## src/rtl/tmr_pkg.sv

```systemverilog
package tmr_pkg;
  localparam int BYTE_W = 8;
  localparam int CODE_W = 3;

  typedef enum logic [1:0] {
    REG_CTRL = 2'd0,
    REG_LOW  = 2'd1,
    REG_HBUF = 2'd2,
    REG_FLAG = 2'd3
  } reg_sel_e;

  typedef struct packed {
    logic              run;
    logic              narrow;
    logic              ext_src;
    logic              fall_edge;
    logic              no_div;
    logic [CODE_W-1:0] div_code;
  } ctrl_t;
endpackage

```

## src/rtl/tmr_pin_sync.sv

```systemverilog
module tmr_pin_sync #(
  parameter int STAGES = 2
) (
  input  logic clk_i,
  input  logic rst_ni,
  input  logic pin_i,
  input  logic fall_i,
  output logic edge_o
);
  logic [STAGES-1:0] sync_q;
  logic              prev_q;
  logic              cur;

  assign cur = sync_q[STAGES-1];

  generate
    if (STAGES == 1) begin : g_one
      always_ff @(posedge clk_i or negedge rst_ni)
        if (!rst_ni) sync_q <= '0;
        else         sync_q <= pin_i;
    end else begin : g_chain
      always_ff @(posedge clk_i or negedge rst_ni)
        if (!rst_ni) sync_q <= '0;
        else         sync_q <= {sync_q[STAGES-2:0], pin_i};
    end
  endgenerate

  always_ff @(posedge clk_i or negedge rst_ni)
    if (!rst_ni) prev_q <= 1'b0;
    else         prev_q <= cur;

  assign edge_o = fall_i ? (prev_q & ~cur) : (~prev_q & cur);
endmodule

```

## src/rtl/tmr_prescaler.sv

```systemverilog
module tmr_prescaler #(
  parameter int CODE_W = 3
) (
  input  logic              clk_i,
  input  logic              rst_ni,
  input  logic              adv_i,
  input  logic              clr_i,
  input  logic              bypass_i,
  input  logic [CODE_W-1:0] code_i,
  output logic              tick_o
);
  localparam int PRE_W = 2 ** CODE_W;

  logic [PRE_W-1:0] pre_q;
  logic [PRE_W-1:0] mask;

  always_comb
    for (int i = 0; i < PRE_W; i++) mask[i] = (i <= int'(code_i));

  always_ff @(posedge clk_i or negedge rst_ni)
    if (!rst_ni)    pre_q <= '0;
    else if (clr_i) pre_q <= '0;
    else if (adv_i) pre_q <= pre_q + 1'b1;

  assign tick_o = bypass_i ? adv_i : (adv_i & ((pre_q & mask) == mask));
endmodule

```

## src/rtl/tmr_core.sv

```systemverilog
module tmr_core #(
  parameter int BYTE_W  = 8,
  parameter int INH_CYC = 2
) (
  input  logic                clk_i,
  input  logic                rst_ni,
  input  logic                en_i,
  input  logic                narrow_i,
  input  logic                load_i,
  input  logic [BYTE_W-1:0]   load_lo_i,
  input  logic [BYTE_W-1:0]   load_hi_i,
  input  logic                inc_i,
  input  logic                flag_clr_i,
  output logic [2*BYTE_W-1:0] cnt_o,
  output logic                flag_o,
  output logic                run_o
);
  localparam int CNT_W = 2 * BYTE_W;
  localparam int INH_W = $clog2(INH_CYC + 1);

  logic [CNT_W-1:0] cnt_q;
  logic [INH_W-1:0] inh_q;
  logic             flag_q;
  logic             wrap;

  assign wrap = inc_i & ~load_i &
                (narrow_i ? (cnt_q[BYTE_W-1:0] == '1) : (cnt_q == '1));
  assign run_o = en_i & (inh_q == '0) & ~load_i;

  always_ff @(posedge clk_i or negedge rst_ni)
    if (!rst_ni) begin
      cnt_q <= '0;
      inh_q <= '0;
    end else if (load_i) begin
      cnt_q[BYTE_W-1:0] <= load_lo_i;
      if (!narrow_i) cnt_q[CNT_W-1:BYTE_W] <= load_hi_i;
      inh_q <= INH_W'(INH_CYC);
    end else begin
      if (inh_q != '0) inh_q <= inh_q - 1'b1;
      if (inc_i) begin
        if (narrow_i) cnt_q[BYTE_W-1:0] <= cnt_q[BYTE_W-1:0] + 1'b1;
        else          cnt_q <= cnt_q + 1'b1;
      end
    end

  always_ff @(posedge clk_i or negedge rst_ni)
    if (!rst_ni)         flag_q <= 1'b0;
    else if (wrap)       flag_q <= 1'b1;
    else if (flag_clr_i) flag_q <= 1'b0;

  assign cnt_o  = cnt_q;
  assign flag_o = flag_q;

  p_load_lo_r6: assert property (@(posedge clk_i) disable iff (!rst_ni)
    load_i |=> cnt_q[BYTE_W-1:0] == $past(load_lo_i));
  p_hold_after_load_r7: assert property (@(posedge clk_i) disable iff (!rst_ni)
    (inh_q != '0 && !load_i) |=> $stable(cnt_q));
  p_off_hold_r12: assert property (@(posedge clk_i) disable iff (!rst_ni)
    (!en_i && !load_i) |=> $stable(cnt_q));
  p_hi_frozen_r9: assert property (@(posedge clk_i) disable iff (!rst_ni)
    narrow_i |=> $stable(cnt_q[CNT_W-1:BYTE_W]));
  p_flag_sticky_r11: assert property (@(posedge clk_i) disable iff (!rst_ni)
    (flag_q && !flag_clr_i) |=> flag_q);
endmodule

```

## src/rtl/tmr_unit.sv

```systemverilog
module tmr_unit
  import tmr_pkg::*;
#(
  parameter int SYNC_STAGES = 2,
  parameter int INH_CYC     = 2
) (
  input  logic              clk_i,
  input  logic              rst_ni,
  input  logic              pin_i,
  input  logic [1:0]        addr_i,
  input  logic              wr_i,
  input  logic              rd_i,
  input  logic [BYTE_W-1:0] wdata_i,
  output logic [BYTE_W-1:0] rdata_o,
  output logic              irq_o
);
  ctrl_t              ctrl_q;
  logic [BYTE_W-1:0]  hbuf_q;
  logic [2*BYTE_W-1:0] cnt;
  logic               flag, run, pin_edge, src, tick;
  logic               load, flag_clr, latch;
  reg_sel_e           sel;

  assign sel      = reg_sel_e'(addr_i);
  assign load     = wr_i & (sel == REG_LOW);
  assign flag_clr = wr_i & (sel == REG_FLAG);
  assign latch    = rd_i & ~wr_i & (sel == REG_LOW);

  always_ff @(posedge clk_i or negedge rst_ni)
    if (!rst_ni)                      ctrl_q <= '1;
    else if (wr_i && sel == REG_CTRL) ctrl_q <= ctrl_t'(wdata_i);

  always_ff @(posedge clk_i or negedge rst_ni)
    if (!rst_ni)                      hbuf_q <= '0;
    else if (wr_i && sel == REG_HBUF) hbuf_q <= wdata_i;
    else if (latch)                   hbuf_q <= cnt[2*BYTE_W-1:BYTE_W];

  tmr_pin_sync #(.STAGES(SYNC_STAGES)) u_sync (
    .clk_i (clk_i), .rst_ni(rst_ni), .pin_i(pin_i),
    .fall_i(ctrl_q.fall_edge), .edge_o(pin_edge)
  );

  assign src = ctrl_q.ext_src ? pin_edge : 1'b1;

  tmr_prescaler #(.CODE_W(CODE_W)) u_pre (
    .clk_i   (clk_i), .rst_ni(rst_ni), .adv_i(run & src), .clr_i(load),
    .bypass_i(ctrl_q.no_div), .code_i(ctrl_q.div_code), .tick_o(tick)
  );

  tmr_core #(.BYTE_W(BYTE_W), .INH_CYC(INH_CYC)) u_core (
    .clk_i     (clk_i), .rst_ni(rst_ni), .en_i(ctrl_q.run),
    .narrow_i  (ctrl_q.narrow), .load_i(load), .load_lo_i(wdata_i),
    .load_hi_i (hbuf_q), .inc_i(tick), .flag_clr_i(flag_clr),
    .cnt_o     (cnt), .flag_o(flag), .run_o(run)
  );

  always_comb
    case (sel)
      REG_CTRL: rdata_o = ctrl_q;
      REG_LOW:  rdata_o = cnt[BYTE_W-1:0];
      REG_HBUF: rdata_o = hbuf_q;
      default:  rdata_o = {{(BYTE_W-1){1'b0}}, flag};
    endcase

  assign irq_o = flag;

  p_buf_latch_r5: assert property (@(posedge clk_i) disable iff (!rst_ni)
    latch |=> hbuf_q == $past(cnt[2*BYTE_W-1:BYTE_W]));
endmodule

```

## config.mk

```make
export PLATFORM = sky130hd
export DESIGN_NAME = tmr_unit
export DESIGN_NICKNAME = d
export VERILOG_FILES = /design/src/rtl/tmr_pkg.sv /design/src/rtl/tmr_pin_sync.sv /design/src/rtl/tmr_prescaler.sv /design/src/rtl/tmr_core.sv /design/src/rtl/tmr_unit.sv
export SDC_FILE = /design/constraint.sdc
export NUM_CORES = 1
export LEC_CHECK = 0
export CAP_MARGIN = 15
export CORE_AREA = 3 3 107 109
export DETAILED_ROUTE_END_ITERATION = 12
export DIE_AREA = 0 0 110 112
export PLACE_DENSITY = 0.51
export RECOVER_POWER = 50
export SYNTH_ARGS = -nofsm -noshare
export SYNTH_HDL_FRONTEND = slang
export SYNTH_SLANG_ARGS = --single-unit
```

## constraint.sdc

```tcl
create_clock -name clk_i -period 3 [get_ports clk_i]
set_clock_uncertainty 0.2 [all_clocks]
set_input_delay 0.75 -clock clk_i [delete_from_list [all_inputs] [get_ports clk_i]]
set_output_delay 0.75 -clock clk_i [all_outputs]
set_load 0.01 [all_outputs]
```

* Yosys cells after proc, flatten, opt, wreduce, memory -nomap -nowiden *
Index checks and enable logic that the tools add are counted.
W data, S select, Z words.

word-level totals
  bits in registers = 46
  input bits = 15
  output and inout port bits = 9
  word-level logic and storage cells = 79

operators by class
  add/sub/neg operators = 4
  magnitude comparators = 7
  equal/unequal tests = 8
  mux-type cells = 18
  bitwise logic cells = 17
  reductions and logical operators = 11

operator list
  kind                     count
  $mux W8                  7
  $mux W16                 2
  $pmux W8 S3              1
  $add A16 B1 Y16 const B  1
  $add A8 B1 Y8 const B    2
  $eq A16 B16 Y1 const B   1
  $and A1 B1 Y1            12
  $le A3 B3 Y1 const A     4
  $reduce_bool A2 Y1       6
  $and A8 B8 Y8            1
  $eq A8 B8 Y1             1
  $eq A8 B8 Y1 const B     1
  $le A2 B3 Y1 const A     2
  $mux W1                  6
  $eq A2 B2 Y1 const B     2
  $logic_not A2 Y1         2
  $mux W2                  2
  $ne A2 B2 Y1 const B     2
  $not A1 Y1               4
  $le A1 B3 Y1 const A     1
  $reduce_and A3 Y1        1
  $eq A2 B1 Y1 const B     1
  $logic_and A1 B1 Y1      2
  $sub A2 B1 Y2 const B    1

* Longest topological paths before layout *
Gate-level depths: netlist (run 1).

  depth in word-level cells = 10
  gate-level depth with buffers = 9
  mapped depth without buffers = 8

* By module *
A second synthesis (run 1) with hierarchy kept.

unflattened totals
  cells, all modules = 274
  area, all modules = 2666.3 µm²

by module, submodules not included
  module         times used  cells an instance  area an instance (µm²)  sequential area each (µm²)
  tmr_core       1           135                1196.1                  475.5
  tmr_unit       1           83                 902.1                   410.4
  tmr_prescaler  1           50                 470.5                   200.2
  tmr_pin_sync   1           6                  97.6                    75.1

* Least setup slack after synthesis (run 1) *
No wires, ideal clock.

  kind = input to output
  start point = input addr_i[0]
  end point = output rdata_o[1]
  data arrival time = 1.738 ns
  data required time = 2.050 ns
  path slack = 0.312 ns
  stages = 5
  path buffers = 2
  cell sequence = clkbuf_1 > clkbuf_1 > nor2b_1 > nand2_1 > o21ai_0

between the ends
  word-level cells in the longest chain between the ends = 2
  elaborated cells on any way between the ends = 4
  classes of those cells = 2 x eq/ne; 1 x mux; 1 x reduce/logical

ends and longest elaborated chain
  item                                  RTL line        RTL
  start, declared                       tmr_unit.sv:10  input logic [1:0] addr_i,
  $eq A2 B2 Y1 (tied with other cells)  tmr_unit.sv:58  case (sel)
  $pmux W8 S3 (*)                       tmr_unit.sv:58
  end, declared                         tmr_unit.sv:14  output logic [BYTE_W-1:0] rdata_o,

Mark *: on every way between the ends. The rest lies on a longest branch, timed or not.

* Worst setup path in the final report (run 1) *
  start point = input addr_i[1]
  end point = output rdata_o[0]

Same word-level chain as after synthesis.

==> results.ini, run 1 <==
[worst_setup_path]
cp_num_buf_inv = 3
path_cells = dlygate4sd2_1 > buf_4 > mux4_2 > dlygate4sd2_1
worstSetupEndpoint = rdata_o[0]
r2r_start = u_core.inh_q[0]
regToRegSetupSlack_ns = 0.35
cp_max_fo = 4
end_kind = output pin
critPathLaunch = addr_i[1]
required_ns = 2.05
worstSetupPathType = primary input to output pin
cp.depth = 4
r2r_cells = 7
crit_slowest_cell = mux4_2
cp_slowest_stage_delay_ns = 0.49
arrival_ns = 1.98
crit_path_start_kind = primary input
timing.rr.end = u_core.cnt_o[5]
crit_family = buffers and inverters
crit_top_cell = dlygate4sd2_1

[clock_network]
htreeDepth = 2
cts.clk_slew.worst_paths_ns = 0.09
insertion_delay_ns = 0.30
post-cts-setup-buffer-count = 0
cts_buffer_depth = 2
hold_buffers = 0
clock-root-buffer = clkbuf_8
cts_buffers = 5
cts_sinks = 46
ctsResizeCount = 12
cts_tree = done

[detailed_routing]
dr.pass1.iters = 4
wl_mm = 7.328
postRouteAntennaNets = 0
via_count = 2234
drt-initial-drc-count = 173
vias_per_cell = 4.835
wire_per_inst_um = 15.86
route.detailed.drc = 0

[synthesis]
synth_ff_type = dfrtp_1
synthMuxAreaShare_pct = 8.165
synthesis.area_um2 = 2605
synth_edf_count = 0
ys_types = 44
synthSimpleGateAreaFrac_pct = 23.39
synth_compound_area_share_pct = 15.27
ys_async_sr_fraction_pct = 100.0
synth_nets = 303
synth_xor_area_share_pct = 3.698
yosys.area_share.adder_pct = 1.441
avgSynthCellArea_um2 = 9.140
ys_warn_count = 0
yosysSeqAreaShare_pct = 44.57
synthCells = 285
synth_top_family_by_area = simple AND/OR/NAND/NOR gates
ys_ff_latch = 46

[layout]
syn_to_final_growth_pct = 21.66
fillers = 1131
final_cell_mix = 41 x nand2_1, 38 x dfrtp_1, 19 x nor2_1
drive_gt1_share_pct = 14.60
seq_area_um2 = 1161
layout.cells.non_filler = 462
nNetsFinal = 339
final_common_cell = nand2_1
n_antenna_cell = 0
multiInputGateArea_um2 = 1354

[global_route]
overflow = 0
grt_pass1_vias = 2272
grt_pass1_wl_mm = 12.24
antenna_found_initial = 0
grt_usage_pct = 12.74
grt_max_degree = 27

[power]
p_per_area_nw_per_um2 = 572.6
p_clk_share_pct = 22.5
combPwrFrac_pct = 28.1
p_switching_w = 0.0006384
cellLeakagePower_nw = 1.301
internal-power_w = 0.001176
power_frac_seq_pct = 49.4
p_sw_share_pct = 35.18
vdd_ir_drop_max_uv = 204.8

[place]
place_inst = 454
numPortBuffers = 23
dp_hpwl_mm = 5.617
dp_worst_setup_slack_ns = -0.3959
gp_congestion = 0.8084

[status]
status = finished, final reports clean

[floorplan]
start_util_pct = 24.35
die_height_um = 112
io_pins = 24
core_um2 = 10700
die-area_um2 = 12320
placementRows = 38
die_w_um = 110

[hold_path]
hold_path.class = flip-flop to flip-flop

[timing]
tns_ns = 0
tightest_slew_ns = 1.178
hold_ws_ns = 0.1528
setup_viol = 0
hold_viol = 0
finalCriticalPeriod_ns = 2.926
drv_slew = 0
setup_ws_ns = 0.07394
max_freq_mhz = 341.8
rsz0062_at_grt = false
slew_headroom_pct = 21.48
fin_crit_sh_pct = 97.54

[flow_run]
drv_cap = 0

-- power by group through the flow --
stage	clock network, W	logic, W	registers [W]
after global placement	0	0.000520	0.000906
after detailed placement	0	0.000533	0.000908
final	0.000408	0.000510	0.000897
after global routing	0.000452	0.000582	0.000919
after floorplan	0	0.000355	0.000860
after CTS	0.000423	0.000520	0.000897
-- cell families (layout without fill, tap and decap cells) --
family                   count (synthesis)  after routing
XOR/XNOR                                11             11
AO/OA/AOI/OAI                           60             60
multiplexers                            19             19
buffers and inverters                   22             59
adder cells (fa/ha/maj)                  3              3
flip-flops                              46             46
AND/OR/NAND/NOR                        124            124
-- worst min-delay path by stage --
stage                     start               end  slack [ns]  cells past startpoint
2_1_floorplan  u_sync.sync_q[0]  u_sync.sync_q[1]        0.13                      0
3_3_place_gp   u_sync.sync_q[0]  u_sync.sync_q[1]        0.13                      0
3_5_place_dp   u_sync.sync_q[0]  u_sync.sync_q[1]        0.14                      0
4_1_cts        u_sync.sync_q[0]  u_sync.sync_q[1]        0.16                      0
5_1_grt        u_sync.sync_q[0]  u_sync.sync_q[1]        0.16                      0
6_report       u_sync.sync_q[0]  u_sync.sync_q[1]        0.15                      0
-- layer usage --
metal  routed length [um]  GRT usage (%)  up-vias
met5                    0              0        -
met4                   62          2.494        0
met3                  317          2.377        5
met2                 3636          20.59       37
met1                 3312          17.74     1087
li1                     -              -     1105
-- per-stage QoR --
step | area (um2) | power [W] | utilization [%]
after floorplan | 2605 | 0.001216 | -
after global placement | 3108 | 0.001426 | 29.05
after detailed placement | 3108 | 0.001441 | 29.05
after CTS | 3189 | 0.001841 | 29.81
after global routing | 3169 | 0.001952 | 29.63
final | 3169 | 0.001815 | 29.63
-- registers in the layout (all words and copies together) (netlist names) --
register	flops
u_pre.pre_q	8
u_core.cnt_o	16
u_sync.sync_q	2
hbuf_q	8
ctrl_q	8
u_sync.prev_q	1
u_core.inh_q	2
u_core.flag_o	1
-- worst reg2reg max path, delay by kind of cell (launching register included) --
family | cells | cell delay, ns
AOI/OAI and AO/OA | 3 | 1.03
adders and majority gates | 1 | 0.21
buffers and inverters | 1 | 0.06
DFF | 1 | 0.40
and+or+nand+nor | 2 | 0.64
-- cell usage after synthesis (all sizes together) (4+ instances only) --
cell,count,area (um2)
mux2,8,90.09
o211ai,4,30.03
nand2,41,153.9
o21ai,18,90.09
nand4,8,50.05
o31ai,4,30.03
a311oi,5,43.79
a22oi,5,37.54
nand3,10,50.05
inv,8,30.03
clkbuf,11,41.29
a21oi,10,50.05
nor3,15,75.07
nor2,19,71.32
nor4,4,25.02
xnor2,6,52.55
or3,4,25.02
dfstp,8,210.2
mux2i,10,100.1
xor2,5,43.79
and3,6,37.54
dfrtp,38,950.9
nand2b,5,31.28
-- final cells by class --
cell class | count | share of cell area (%)
clock buffers | 7 | 2.724
clock inverters | 1 | 0.1579
inverters | 8 | 0.9475
multi-input cells | 217 | 42.72
flip-flops and latches | 46 | 36.64
well taps | 140 | 5.527
repair buffers | 43 | 11.29
(Power assumes the default switching activity.)
==> inputs of run 2 (changes only) <==
--- a/config.mk
+++ b/config.mk
@@ -6,9 +6,9 @@
 export NUM_CORES = 1
 export LEC_CHECK = 0
 export CAP_MARGIN = 15
-export CORE_AREA = 3 3 107 109
+export CORE_AREA = 2 2 106 108
 export DETAILED_ROUTE_END_ITERATION = 12
-export DIE_AREA = 0 0 110 112
+export DIE_AREA = 0 0 108 110
 export PLACE_DENSITY = 0.51
 export RECOVER_POWER = 50
 export SYNTH_ARGS = -nofsm -noshare
==> run 2 against run 1 <==
Sequential cell count unchanged. Hold slack better by 0.0016 ns. Clock-buffer cell count unchanged. Core utilization down 0.094 points. Register-to-register slack about the same. Routed wire length down 4.2%. Critical path type unchanged. Highest routed layer unchanged.
==> results.ini, run 2 (synthesis results as in run 1) <==
[status]
status = finished, final reports clean

[clock_network]
post-cts-setup-buffer-count = 0  ; unchanged
cts.clk_slew.worst_paths_ns = 0.08  ; about the same
cts_sinks = 46  ; unchanged
insertion_delay_ns = 0.30  ; about the same
htreeDepth = 2  ; unchanged
cts_buffers = 5  ; unchanged
cts_tree = done
cts_buffer_depth = 2  ; unchanged
clock-root-buffer = clkbuf_8

[global_route]
overflow = 0  ; unchanged
grt_usage_pct = 12.63  ; -0.11 points
grt_max_degree = 27  ; unchanged
antenna_found_initial = 0  ; unchanged
grt_pass1_vias = 2336  ; +2.8%
grt_pass1_wl_mm = 11.74  ; -4.1%

[worst_setup_path]
timing.rr.end = u_core.cnt_o[5]
cp_max_fo = 7  ; +3
critPathLaunch = addr_i[1]
cp_slowest_stage_delay_ns = 0.54  ; +0.05 ns
worstSetupEndpoint = rdata_o[0]
r2r_cells = 7  ; unchanged
worstSetupPathType = primary input to output pin
crit_family = buffers and inverters
arrival_ns = 1.87  ; -0.11 ns
end_kind = output pin
regToRegSetupSlack_ns = 0.34  ; about the same
crit_path_start_kind = primary input
cp_num_buf_inv = 2  ; -1
path_cells = clkdlybuf4s15_2 > mux4_2 > dlygate4sd2_1
crit_slowest_cell = mux4_2
required_ns = 2.05  ; about the same
r2r_start = u_core.inh_q[0]
cp.depth = 3  ; -1

[hold_path]
hold_path.class = flip-flop to flip-flop

[detailed_routing]
wl_mm = 7.017  ; -4.2%
drt-initial-drc-count = 73  ; -58%
via_count = 2283  ; +2.2%
dr.pass1.iters = 4  ; unchanged
wire_per_inst_um = 15.35  ; -3.2%
vias_per_cell = 4.996  ; +3.3%
postRouteAntennaNets = 0  ; unchanged
route.detailed.drc = 0  ; unchanged

[floorplan]
core_um2 = 10700  ; unchanged
die_height_um = 110  ; -1.8%
die_w_um = 108  ; -1.8%
placementRows = 38  ; unchanged
io_pins = 24  ; unchanged
die-area_um2 = 11880  ; -3.6%
start_util_pct = 24.35  ; unchanged

[timing]
rsz0062_at_grt = false
finalCriticalPeriod_ns = 2.817  ; -0.1088 ns
hold_viol = 0  ; unchanged
fin_crit_sh_pct = 93.91  ; -3.6 points
setup_viol = 0  ; unchanged
drv_slew = 0  ; unchanged
tns_ns = 0  ; unchanged
tightest_slew_ns = 1.168  ; -0.01001 ns
max_freq_mhz = 354.9  ; +3.9%
slew_headroom_pct = 22.15  ; +0.67 points
hold_ws_ns = 0.1544  ; +0.001632 ns

[layout]
multiInputGateArea_um2 = 1360  ; +0.46%
nNetsFinal = 334  ; -1.5%
drive_gt1_share_pct = 14.20  ; -0.40 points
seq_area_um2 = 1161  ; unchanged
syn_to_final_growth_pct = 21.28
largest_register_ffs = 16  ; unchanged
n_antenna_cell = 0  ; unchanged
final_cell_mix = 41 x nand2_1, 38 x dfrtp_1, 19 x nor2_1
fillers = 1167  ; +3.2%
final_common_cell = nand2_1
post-route-util_pct = 29.53  ; -0.094 points

[power]
total_power_w = 0.001798  ; -0.91%
cellLeakagePower_nw = 1.321  ; +1.6%
p_per_area_nw_per_um2 = 569.2  ; -0.60%
vdd_ir_drop_max_uv = 178.4  ; -13%

[place]
gp_congestion = 0.7834  ; -3.1%
numPortBuffers = 23  ; unchanged
dp_hpwl_mm = 5.360  ; -4.6%

[flow_run]
drv_cap = 0  ; unchanged

run 2: routing by layer:
metal  vias up  share of wire, %  GRT usage [%]
met3        12               4.0          2.352
met5         -                 0              0
met4         0               2.1          3.663
li1       1097                 -              -
met2        43                48          21.65
met1      1131                46          16.26
run 2: layout make-up:
| cell class | instances | area share, % |
|---|---|---|
| multi-input cells | 217 | 43.05 |
| flip-flops and latches | 46 | 36.75 |
| repair buffers | 38 | 10.81 |
| well taps | 140 | 5.545 |
| clock buffers | 7 | 2.733 |
| inverters | 8 | 0.9505 |
| clock inverters | 1 | 0.1584 |
run 2: stage by stage:
| step | cell area, um2 | cells | worst slack [ns] |
|---|---|---|---|
| global route | 3159 | 457 | 0.1394 |
| detailed placement | 3077 | 449 | -0.4177 |
| finish | 3159 | 457 | 0.1827 |
| CTS | 3166 | 457 | 0.0008442 |
| global placement | 3077 | 449 | -0.4217 |
| floorplan | 2605 | 285 | 0.3121 |
run 2: what timing repair did:
| action | in CTS | in global routing |
|---|---|---|
| hold buffers | 0 | 0 |
| endpoints found under the setup margin | 8 | 4 |
| hold endpoints to repair | 0 | 0 |
| resized for setup | 10 | 4 |
| gates cloned | 0 | 0 |
run 2: where the power goes:
part | switching (W) | internal (W) | total [W]
sequential | 0.000139 | 0.000755 | 0.000895
combinational | 0.000274 | 0.000236 | 0.000509
clock | 0.000208 | 0.000186 | 0.000394
total | 0.000621 | 0.00118 | 0.00180
run 2: worst min path at each step:
stage	depth (start not counted)	endpoint	startpoint
CTS	0	u_sync.sync_q[1]	u_sync.sync_q[0]
global route	0	u_sync.sync_q[1]	u_sync.sync_q[0]
floorplan	0	u_sync.sync_q[1]	u_sync.sync_q[0]
detailed placement	0	u_sync.sync_q[1]	u_sync.sync_q[0]
global placement	0	u_sync.sync_q[1]	u_sync.sync_q[0]
finish	0	u_sync.sync_q[1]	u_sync.sync_q[0]
==> inputs of run 3 (changes only) <==
--- a/config.mk
+++ b/config.mk
@@ -6,10 +6,11 @@
 export NUM_CORES = 1
 export LEC_CHECK = 0
 export CAP_MARGIN = 15
-export CORE_AREA = 2 2 106 108
+export CORE_AREA = 2 2 97 99
 export DETAILED_ROUTE_END_ITERATION = 12
-export DIE_AREA = 0 0 108 110
-export PLACE_DENSITY = 0.51
+export DIE_AREA = 0 0 99 101
+export DONT_BUFFER_PORTS = 1
+export PLACE_DENSITY = 0.54
 export RECOVER_POWER = 50
 export SYNTH_ARGS = -nofsm -noshare
 export SYNTH_HDL_FRONTEND = slang
==> run 3 against run 2 <==
Combinational power fell by 16%. The run now ends with max-capacitance violations, max-slew violations left. Core utilization grew 2.1 points. Largest cell class unchanged. Hold slack got worse by 0.072 ns. Cell count fell by 13%. Fmax rose by 5.5%. Global-route usage grew 1.5 points. First-iteration DRC count is 100% higher. Via count down 6.9%. Critical path type is now flip-flop to flip-flop. Non-clock buffer count decreased by 31.
==> results.ini, run 3 (synthesis results as in run 1) <==
[status]
status = finished, violations left
violations = max-capacitance violations, max-slew violations

[worst_setup_path]
cp_max_fo = 8  ; +1
required_ns = 2.97  ; +0.92 ns
crit_path_start_kind = flip-flop
regToRegSetupSlack_ns = 0.33  ; about the same
r2r_cells = 7  ; unchanged
worstSetupPathType = flip-flop to flip-flop
end_kind = flip-flop
arrival_ns = 2.64  ; +0.77 ns

[global_route]
grt_pass1_wl_mm = 11.26  ; -4.1%
antenna_found_initial = 0  ; unchanged
grt_pass1_vias = 2115  ; -9.5%
grt_max_degree = 39  ; +44%
overflow = 0  ; unchanged
grt_usage_pct = 14.14  ; +1.5 points

[power]
p_switching_w = 0.0006113  ; -1.6%
p_sw_share_pct = 34.98  ; +0.45 points
power_frac_seq_pct = 51.9  ; +2.2 points
combPwrFrac_pct = 24.6  ; -3.7 points
p_per_area_nw_per_um2 = 615.5  ; +8.1%
cellLeakagePower_nw = 1.134  ; -14%
total_power_w = 0.001747  ; -2.8%
p_clk_share_pct = 23.6  ; +1.7 points
vdd_ir_drop_max_uv = 156.8  ; -12%
internal-power_w = 0.001136  ; -3.5%

[clock_network]
htreeDepth = 2  ; unchanged
cts_buffers = 5  ; unchanged
insertion_delay_ns = 0.30  ; about the same
clock-root-buffer = clkbuf_8
cts_sinks = 46  ; unchanged
cts.clk_slew.worst_paths_ns = 0.10  ; +0.02 ns
cts_tree = done
cts_buffer_depth = 2  ; unchanged

[flow_run]
drv_cap = 1  ; +1

[timing]
rsz0062_at_grt = false
max_freq_mhz = 374.6  ; +5.5%
fin_crit_sh_pct = 88.99  ; -4.9 points
drv_slew = 39  ; +39
tns_ns = 0  ; unchanged
hold_viol = 0  ; unchanged
setup_viol = 0  ; unchanged
slew_headroom_pct = -18.85  ; -41 points
tightest_slew_ns = 1.783  ; +0.6149 ns
finalCriticalPeriod_ns = 2.670  ; -0.1477 ns

[layout]
nNetsFinal = 303  ; -9.3%
drive_gt1_share_pct = 11.89  ; -2.3 points
final_cell_mix = 41 x nand2_1, 38 x dfrtp_1, 19 x nor2_1
layout.cells.non_filler = 397  ; -13%
seq_area_um2 = 1161  ; unchanged
multiInputGateArea_um2 = 1360  ; unchanged
syn_to_final_growth_pct = 8.982
fillers = 926  ; -21%
n_antenna_cell = 0  ; unchanged
final_common_cell = nand2_1
largest_register_ffs = 16  ; unchanged
post-route-util_pct = 31.62  ; +2.1 points

[hold_path]
hold_path.class = primary input to asynchronous set/reset pin

[detailed_routing]
vias_per_cell = 5.353  ; +7.1%
dr.pass1.iters = 4  ; unchanged
postRouteAntennaNets = 0  ; unchanged
wl_mm = 6.843  ; -2.5%
wire_per_inst_um = 17.24  ; +12%
via_count = 2125  ; -6.9%
drt-initial-drc-count = 147  ; +100%
route.detailed.drc = 0  ; unchanged

[floorplan]
start_util_pct = 29.02  ; +4.7 points
io_pins = 24  ; unchanged
die_height_um = 101  ; -8.2%
placementRows = 35  ; -7.9%
die_w_um = 99  ; -8.3%
die-area_um2 = 9999  ; -16%
core_um2 = 8977  ; -16%

[place]
numPortBuffers = 0  ; -100%
gp_congestion = 0.8166  ; +4.2%
place_inst = 388  ; -14%
dp_hpwl_mm = 4.882  ; -8.9%

## run 3: changes by cell type in the layout (fill, tap and decap cells not counted), moves of 2 or more
| cell | before | now |
|---|---|---|
| clkdlybuf4s50_1 | 10 | 0 |
| buf_4 | 14 | 5 |
| clkdlybuf4s15_2 | 2 | 0 |
| dlygate4sd2_1 | 4 | 0 |
| dlygate4sd3_1 | 2 | 0 |
| dlymetal6s2s_1 | 4 | 0 |
## run 3: power by group through the flow
stage	registers, W	clock network, W	logic [W]
after global routing	0.000929	0.000445	0.000490
final	0.000907	0.000412	0.000429
after floorplan	0.000860	0	0.000355
after global placement	0.000915	0	0.000413
after CTS	0.000905	0.000424	0.000439
after detailed placement	0.000918	0	0.000424
## run 3: cell type report
class                   count  area share, %
repair buffers              7          1.895
well taps                 111          4.892
multi-input cells         217          47.91
flip-flops and latches     46          40.90
clock inverters             2         0.4407
clock buffers               6          2.909
inverters                   8          1.058
## run 3: what timing repair did
item | CTS | global route
endpoints found under the hold margin | 38 | 0
hold buffers | 1 | 0
setup buffers | 0 | 0
gates resized for setup | 0 | 0
## run 3: through the flow
step | area, um2 | hold slack (ns) | setup WS [ns]
6_report | 2839 | 0.08266 | 0.3304
4_1_cts | 2850 | 0.07741 | 0.3191
2_1_floorplan | 2605 | 0.1312 | 0.3121
5_1_grt | 2839 | 0.06623 | 0.1549
3_3_place_gp | 2735 | 0.1400 | 0.4190
3_5_place_dp | 2735 | 0.1347 | 0.3099
## run 3: critical path, cell delays in order, from the launching register on
cell and delay [ns]:
dfrtp_1 0.40, inv_1 0.06, ha_1 0.21, nand2_1 0.09, a311o_2 0.41, or3_1 0.52, nor4_1 0.49, a311oi_1 0.16
## run 3: worst paths after layout
check / from / to
max: u_core.inh_q[0] / u_core.cnt_o[12]
min: rst_ni / ctrl_q[1]
max reg2reg: u_core.inh_q[0] / u_core.cnt_o[12]
min reg2reg: u_sync.sync_q[0] / u_sync.sync_q[1]
max in group asynchronous: rst_ni / u_core.cnt_o[7]
min in group clk_i: u_sync.sync_q[0] / u_sync.sync_q[1]
## run 3: per-layer routing
layer  share of wire [%]  GRT usage [%]  vias up
li1                    -              -     1035
met1                  47          19.27     1051
met2                  49          23.91       37
met3                 4.1          2.566        2
met4                0.26          2.318        0
met5                   0              0        -
